File: src/rtl/hb2x_pkg.sv
package hb2x_pkg;

    typedef enum logic [1:0] {
        S_IDLE   = 2'd0,
        S_INTERP = 2'd1,
        S_CENTRE = 2'd2
    } hb_state_e;

    localparam int COEF_W = 16;
    localparam int FRAC   = COEF_W - 1;

    // Q1.15 quantised outer and inner taps of the half-band kernel
    localparam logic signed [COEF_W-1:0] K_OUTER = -16'sd3039;
    localparam logic signed [COEF_W-1:0] K_INNER =  16'sd19208;

    localparam int HIST = 4;

endpackage

File: src/rtl/hb2x_ctrl.sv
module hb2x_ctrl
    import hb2x_pkg::*;
(
    input  logic      clk,
    input  logic      rst_n,
    input  logic      in_valid,
    output logic      in_ready,
    output logic      accept,
    output hb_state_e state,
    output logic      out_valid
);

    hb_state_e state_d;

    always_ff @(posedge clk or negedge rst_n) begin
        if (!rst_n) state <= S_IDLE;
        else        state <= state_d;
    end

    always_comb begin
        state_d = state;
        unique case (state)
            S_IDLE:   if (in_valid) state_d = S_INTERP;
            S_INTERP: state_d = S_CENTRE;
            S_CENTRE: state_d = S_IDLE;
            default:  state_d = S_IDLE;
        endcase
    end

    assign in_ready = (state == S_IDLE);
    assign accept   = in_ready && in_valid;

    always_ff @(posedge clk or negedge rst_n) begin
        if (!rst_n) out_valid <= 1'b0;
        else        out_valid <= (state == S_INTERP) || (state == S_CENTRE);
    end

endmodule

File: src/rtl/hb2x_taps.sv
module hb2x_taps #(
    parameter int W     = 16,
    parameter int DEPTH = 4
) (
    input  logic                       clk,
    input  logic                       rst_n,
    input  logic                       shift,
    input  logic [W-1:0]               din,
    output logic [DEPTH-1:0][W-1:0]    taps
);

    always_ff @(posedge clk or negedge rst_n) begin
        if (!rst_n) begin
            taps <= '0;
        end else if (shift) begin
            taps[0] <= din;
            for (int k = 1; k < DEPTH; k++) taps[k] <= taps[k-1];
        end
    end

endmodule

File: src/rtl/hb2x_sat.sv
module hb2x_sat #(
    parameter int IN_W  = 19,
    parameter int OUT_W = 16
) (
    input  logic signed [IN_W-1:0]  d,
    output logic signed [OUT_W-1:0] q
);

    generate
        if (IN_W <= OUT_W) begin : g_extend
            assign q = OUT_W'(d);
        end else begin : g_clamp
            localparam int HB = IN_W - OUT_W + 1;
            logic [HB-1:0] head;
            logic          ovf;
            assign head = d[IN_W-1:OUT_W-1];
            assign ovf  = !((&head) || !(|head));
            assign q = !ovf ? d[OUT_W-1:0]
                     : (d[IN_W-1] ? {1'b1, {(OUT_W-1){1'b0}}}
                                  : {1'b0, {(OUT_W-1){1'b1}}});
        end
    endgenerate

endmodule

File: src/rtl/hb2x_branch.sv
module hb2x_branch
    import hb2x_pkg::*;
#(
    parameter int IN_W  = 16,
    parameter int OUT_W = 16
) (
    input  logic signed [IN_W-1:0]  x0,
    input  logic signed [IN_W-1:0]  x1,
    input  logic signed [IN_W-1:0]  x2,
    input  logic signed [IN_W-1:0]  x3,
    output logic signed [OUT_W-1:0] y
);

    localparam int PAIR_W = IN_W + 1;
    localparam int ACC_W  = PAIR_W + COEF_W + 1;
    localparam int RND_W  = ACC_W - FRAC;
    localparam logic signed [ACC_W-1:0] HALF = ACC_W'(1) <<< (FRAC - 1);

    logic signed [PAIR_W-1:0] outer, inner;
    logic signed [ACC_W-1:0]  p_outer, p_inner, acc;
    logic signed [RND_W-1:0]  rnd;

    // fold symmetric taps before multiplying
    assign outer   = PAIR_W'(x0) + PAIR_W'(x3);
    assign inner   = PAIR_W'(x1) + PAIR_W'(x2);
    assign p_outer = ACC_W'(outer) * ACC_W'(K_OUTER);
    assign p_inner = ACC_W'(inner) * ACC_W'(K_INNER);
    assign acc     = p_outer + p_inner + HALF;
    assign rnd     = acc[ACC_W-1:FRAC];

    hb2x_sat #(.IN_W(RND_W), .OUT_W(OUT_W)) u_sat (.d(rnd), .q(y));

endmodule

File: src/rtl/hb2x_interp.sv
module hb2x_interp
    import hb2x_pkg::*;
#(
    parameter int IN_W  = 16,
    parameter int OUT_W = 16
) (
    input  logic                    clk,
    input  logic                    rst_n,
    input  logic                    in_valid,
    output logic                    in_ready,
    input  logic signed [IN_W-1:0]  in_i,
    input  logic signed [IN_W-1:0]  in_q,
    output logic                    out_valid,
    output logic signed [OUT_W-1:0] out_i,
    output logic signed [OUT_W-1:0] out_q
);

    localparam int NCH = 2;

    hb_state_e                     state;
    logic                          accept;
    logic [NCH-1:0][IN_W-1:0]      din;
    logic [NCH-1:0][OUT_W-1:0]     dout;

    assign din = {in_q, in_i};

    hb2x_ctrl u_ctrl (
        .clk       (clk),
        .rst_n     (rst_n),
        .in_valid  (in_valid),
        .in_ready  (in_ready),
        .accept    (accept),
        .state     (state),
        .out_valid (out_valid)
    );

    generate
        for (genvar ch = 0; ch < NCH; ch++) begin : g_ch
            logic [HIST-1:0][IN_W-1:0] taps;
            logic signed [OUT_W-1:0]   y_interp, y_centre, r_out;

            hb2x_taps #(.W(IN_W), .DEPTH(HIST)) u_taps (
                .clk   (clk),
                .rst_n (rst_n),
                .shift (accept),
                .din   (din[ch]),
                .taps  (taps)
            );

            hb2x_branch #(.IN_W(IN_W), .OUT_W(OUT_W)) u_branch (
                .x0 ($signed(taps[0])),
                .x1 ($signed(taps[1])),
                .x2 ($signed(taps[2])),
                .x3 ($signed(taps[3])),
                .y  (y_interp)
            );

            hb2x_sat #(.IN_W(IN_W), .OUT_W(OUT_W)) u_centre (
                .d ($signed(taps[1])),
                .q (y_centre)
            );

            always_ff @(posedge clk or negedge rst_n) begin
                if (!rst_n) begin
                    r_out <= '0;
                end else begin
                    unique case (state)
                        S_INTERP: r_out <= y_interp;
                        S_CENTRE: r_out <= y_centre;
                        default:  r_out <= r_out;
                    endcase
                end
            end

            assign dout[ch] = r_out;
        end
    endgenerate

    assign out_i = dout[0];
    assign out_q = dout[1];

endmodule

File: config.mk
export PLATFORM = sky130hd
export DESIGN_NAME = hb2x_interp
export DESIGN_NICKNAME = d
export VERILOG_FILES = /design/src/rtl/hb2x_pkg.sv /design/src/rtl/hb2x_ctrl.sv /design/src/rtl/hb2x_taps.sv /design/src/rtl/hb2x_sat.sv /design/src/rtl/hb2x_branch.sv /design/src/rtl/hb2x_interp.sv
export SDC_FILE = /design/constraint.sdc
export NUM_CORES = 1
export LEC_CHECK = 0
export BUFFER_PORTS_ARGS = -buffer_cell sky130_fd_sc_hd__buf_2
export CORE_MARGIN = 2
export CORE_UTILIZATION = 60
export CTS_BUF_LIST = sky130_fd_sc_hd__clkbuf_8
export DETAILED_ROUTE_END_ITERATION = 10
export MAX_ROUTING_LAYER = met4
export PLACE_DENSITY = 0.77
export RECOVER_POWER = 100
export SKIP_CTS_REPAIR_TIMING = 1
export SLEW_MARGIN = 20
export SYNTH_ARGS = -nofsm -noshare
export SYNTH_HDL_FRONTEND = slang
export SYNTH_SLANG_ARGS = --single-unit
File: constraint.sdc
create_clock -name clk -period 10.4 [get_ports clk]
set_clock_uncertainty 0.2 [all_clocks]
set_input_delay 0.52 -clock clk [delete_from_list [all_inputs] [get_ports clk]]
set_output_delay 0.52 -clock clk [all_outputs]
set_load 0.05 [all_outputs]
==> metrics.md <==
| Metric | Value |
|---|---|
| Status | finished, violations left |
| Violated checks | max-capacitance violations, max-slew violations |
| Vias in the first global route | 19909 |
| Final min period | 9910 ps |
| Via count | 19469 |
| Clock Sinks | 163 |
| Residual DRC | 0 |
| Worst r2r dst | out_q[2] |
| Top cell by count, worst path | ha_1 |
| Number of synthesized flops with an enable pin | 0 |
| Clk_lat worst skew | 560 ps |
| Dpl cells | 3275 |
| Crit. End Element | register |
| # fillers | 3347 |
| Largest area contributor in the netlist | ha_1 |
| Met2 wire len | 30700 um |
| Yosys reg bits | 163 |
| Num CTS Buffers | 17 |
| Number of I/O port buffers | 68 |
| H-tree lvl count | 4 |
| Max-Cap Viols | 4 |
| Crit path launch | g_ch[1].u_taps.taps[0] |
| Syn_nets | 3399 |
| Area occupied by multi-input gates | 19600 um^2 |
| Ys async rst share | 100% |
| Fmax | 101 MHz |
| Die ar. | 43300 um^2 |
| Area occupied by registers | 4080 um^2 |
| Total global routing overflow | 0 |
| Met1 wire length | 24800 um |
| Max_slew headroom | -244% |
| Fin nets | 3495 |
| Placer Congestion | 0.924 |
| Layout area overhead | 7.09% |
| Mapped Cells | 2677 |
| Crit start category | register |
| Initial antenna violation count | 1 |
| Critical Path AT | 10180 ps |
| Top post-synthesis cells by area | ha_1 (28%), dfrtp_1 (16%), fa_1 (11%) |
| Hold Crit Class | input port to register |
| TritonCTS clock tree | done |
| Share of the synthesized area in the top cell type | 27.7% |
| Core Rows | 74 |
| Final Instance Count excl. Fillers | 3317 |
| Worst Reg-to-Reg Cells | 43 |
| Global Route Usage Sum | 29.3% |
| Wire per inst | 18.2 um |
| Distinct cells, synth | 90 |
| Routed Antenna Nets | 0 |
| Worst Path Required | 10660 ps |
| Detail Route met3 WL | 2210 um |
| Worst hold margin | 1.99 ps |
| Most common cell in the netlist | ha_1 |
| First-pass GRT wire length | 98400 um |
| # setup viols final | 0 |
| Clock slew at reported path FFs | 110 ps |
| Crit share post-route | 95.3% |
| Share of layout cells above drive strength 1 | 10.5% |
| Core area | 41000 um^2 |
| Clk root buf | clkbuf_8 |
| Syn Std Cell Area | 25000 um^2 |
| R2r setup slk | 490 ps |
| Register area share after synthesis | 16.3% |
| Vias per cell | 5.87 |
| Pre-CTS setup slack | 60.1 ps |
| Post-synth top cells | ha_1 (553), inv_1 (341), xnor2_1 (169), a21oi_1 (166), dfrtp_1 (163) |
| Pin count of the biggest net entering global routing | 91 |
| DR top layer | met4 |
| Starting DRT DRC Count | 976 |
| CP max FO | 8 |
| Final WS setup | 488 ps |
| Worst setup path end | out_q[2] |
| Ys flop type | dfrtp_1 |
| Max-slew violations | 303 |
| Worst-case clock buffer depth | 2 |
| Io pins | 69 |
| DR pass1 iterations | 7 |
| DIE HEIGHT | 208 um |
| Critical path's slowest cell | or3_4 |
| DP Wirelength | 50000 um |
| Die X | 208 um |
| Slowest Stage Delay on Critical Path | 510 ps |
| Starting Density | 61.0% |
| Final Instance Area | 26800 um^2 |
| DP Area | 26200 um^2 |
| Post-Syn Area per Cell | 9.34 um^2 |
| Fin. Hold Viols | 0 |
| Synth Warn # | 0 |
| Critical path class | register to register |
| Worst Max-Slew Pin Slew | 5160 ps |
| RR Startpoint | g_ch[1].u_taps.taps[0] |
| Routed Wire Length | 60400 um |
[critical path, delay by kind of cell, from the launching register on]
| kind | cells | cell delay, ps |
|---|---|---|
| AND/OR/NAND/NOR | 14 | 2770 |
| XOR/XNOR | 3 | 490 |
| AO/OA/AOI/OAI | 13 | 2470 |
| adder cells (fa/ha/maj) | 10 | 3260 |
| buffers and inverters | 3 | 270 |
| flip-flops | 1 | 390 |
[final cells by class]
cell class	count	share of cell area, %
tap	532	2.48
timing repair buffer	124	2.77
clock inverter	11	0.490
multi-input combinational	2125	73.2
clock buffer	19	0.976
sequential	163	15.2
inverter	342	4.79
antenna	1	0.00934
[how the worst min path moves through the flow]
stage / start / end / cells past startpoint
finish: in_valid / u_ctrl.state[1] / 2
global route: in_valid / u_ctrl.state[1] / 2
CTS: rst_n / g_ch[1].u_taps.taps[9] / 1
detailed placement: g_ch[0].u_taps.taps[58] / g_ch[0].u_taps.taps[58] / 1
floorplan: rst_n / g_ch[0].u_taps.taps[0] / 0
global placement: out_i[15] / out_i[15] / 1
[sequential cells by signal (all words and copies together), names as in the netlist]
| signal | cells |
|---|---|
| g_ch.u_taps.taps | 128 |
| out_q | 16 |
| u_ctrl.state | 2 |
| u_ctrl.out_valid | 1 |
| out_i | 16 |
[cell families after synthesis]
group | share of synthesized area, %
DFF | 16.3
and+or+nand+nor | 10.0
xor gates and xnor gates | 9.10
adders and majority gates | 38.4
buffers and inverters | 6.03
AOI/OAI and AO/OA | 14.2
muxes | 5.91
[layout by cell type (no fill, tap or decap), drive strengths merged, types with 31 or more instances in the layout]
master	instances
a21o	69
a21oi	169
buf	78
clkbuf	57
dfrtp	163
fa	134
ha	553
inv	345
mux2	126
nand2	108
nand3	31
nor2	153
o21a	35
o21ai	123
xnor2	169
xor2	88
[stage by stage]
stage | TNS (ps) | utilization, %
5_1_grt | -32.8 | 65.3
2_1_floorplan | 0 | -
6_report | 0 | 65.3
4_1_cts | 0 | 64.8
3_3_place_gp | 0 | 63.8
3_5_place_dp | 0 | 63.8
[layer usage]
layer	global-route usage [%]	vias up
met5	-	-
met4	13.7	0
met3	3.35	142
met2	51.5	443
met1	33.3	9415
li1	-	9469
Power is not shown: default switching activity piles up to over one toggle a cycle in this logic, so the estimate is an artifact.
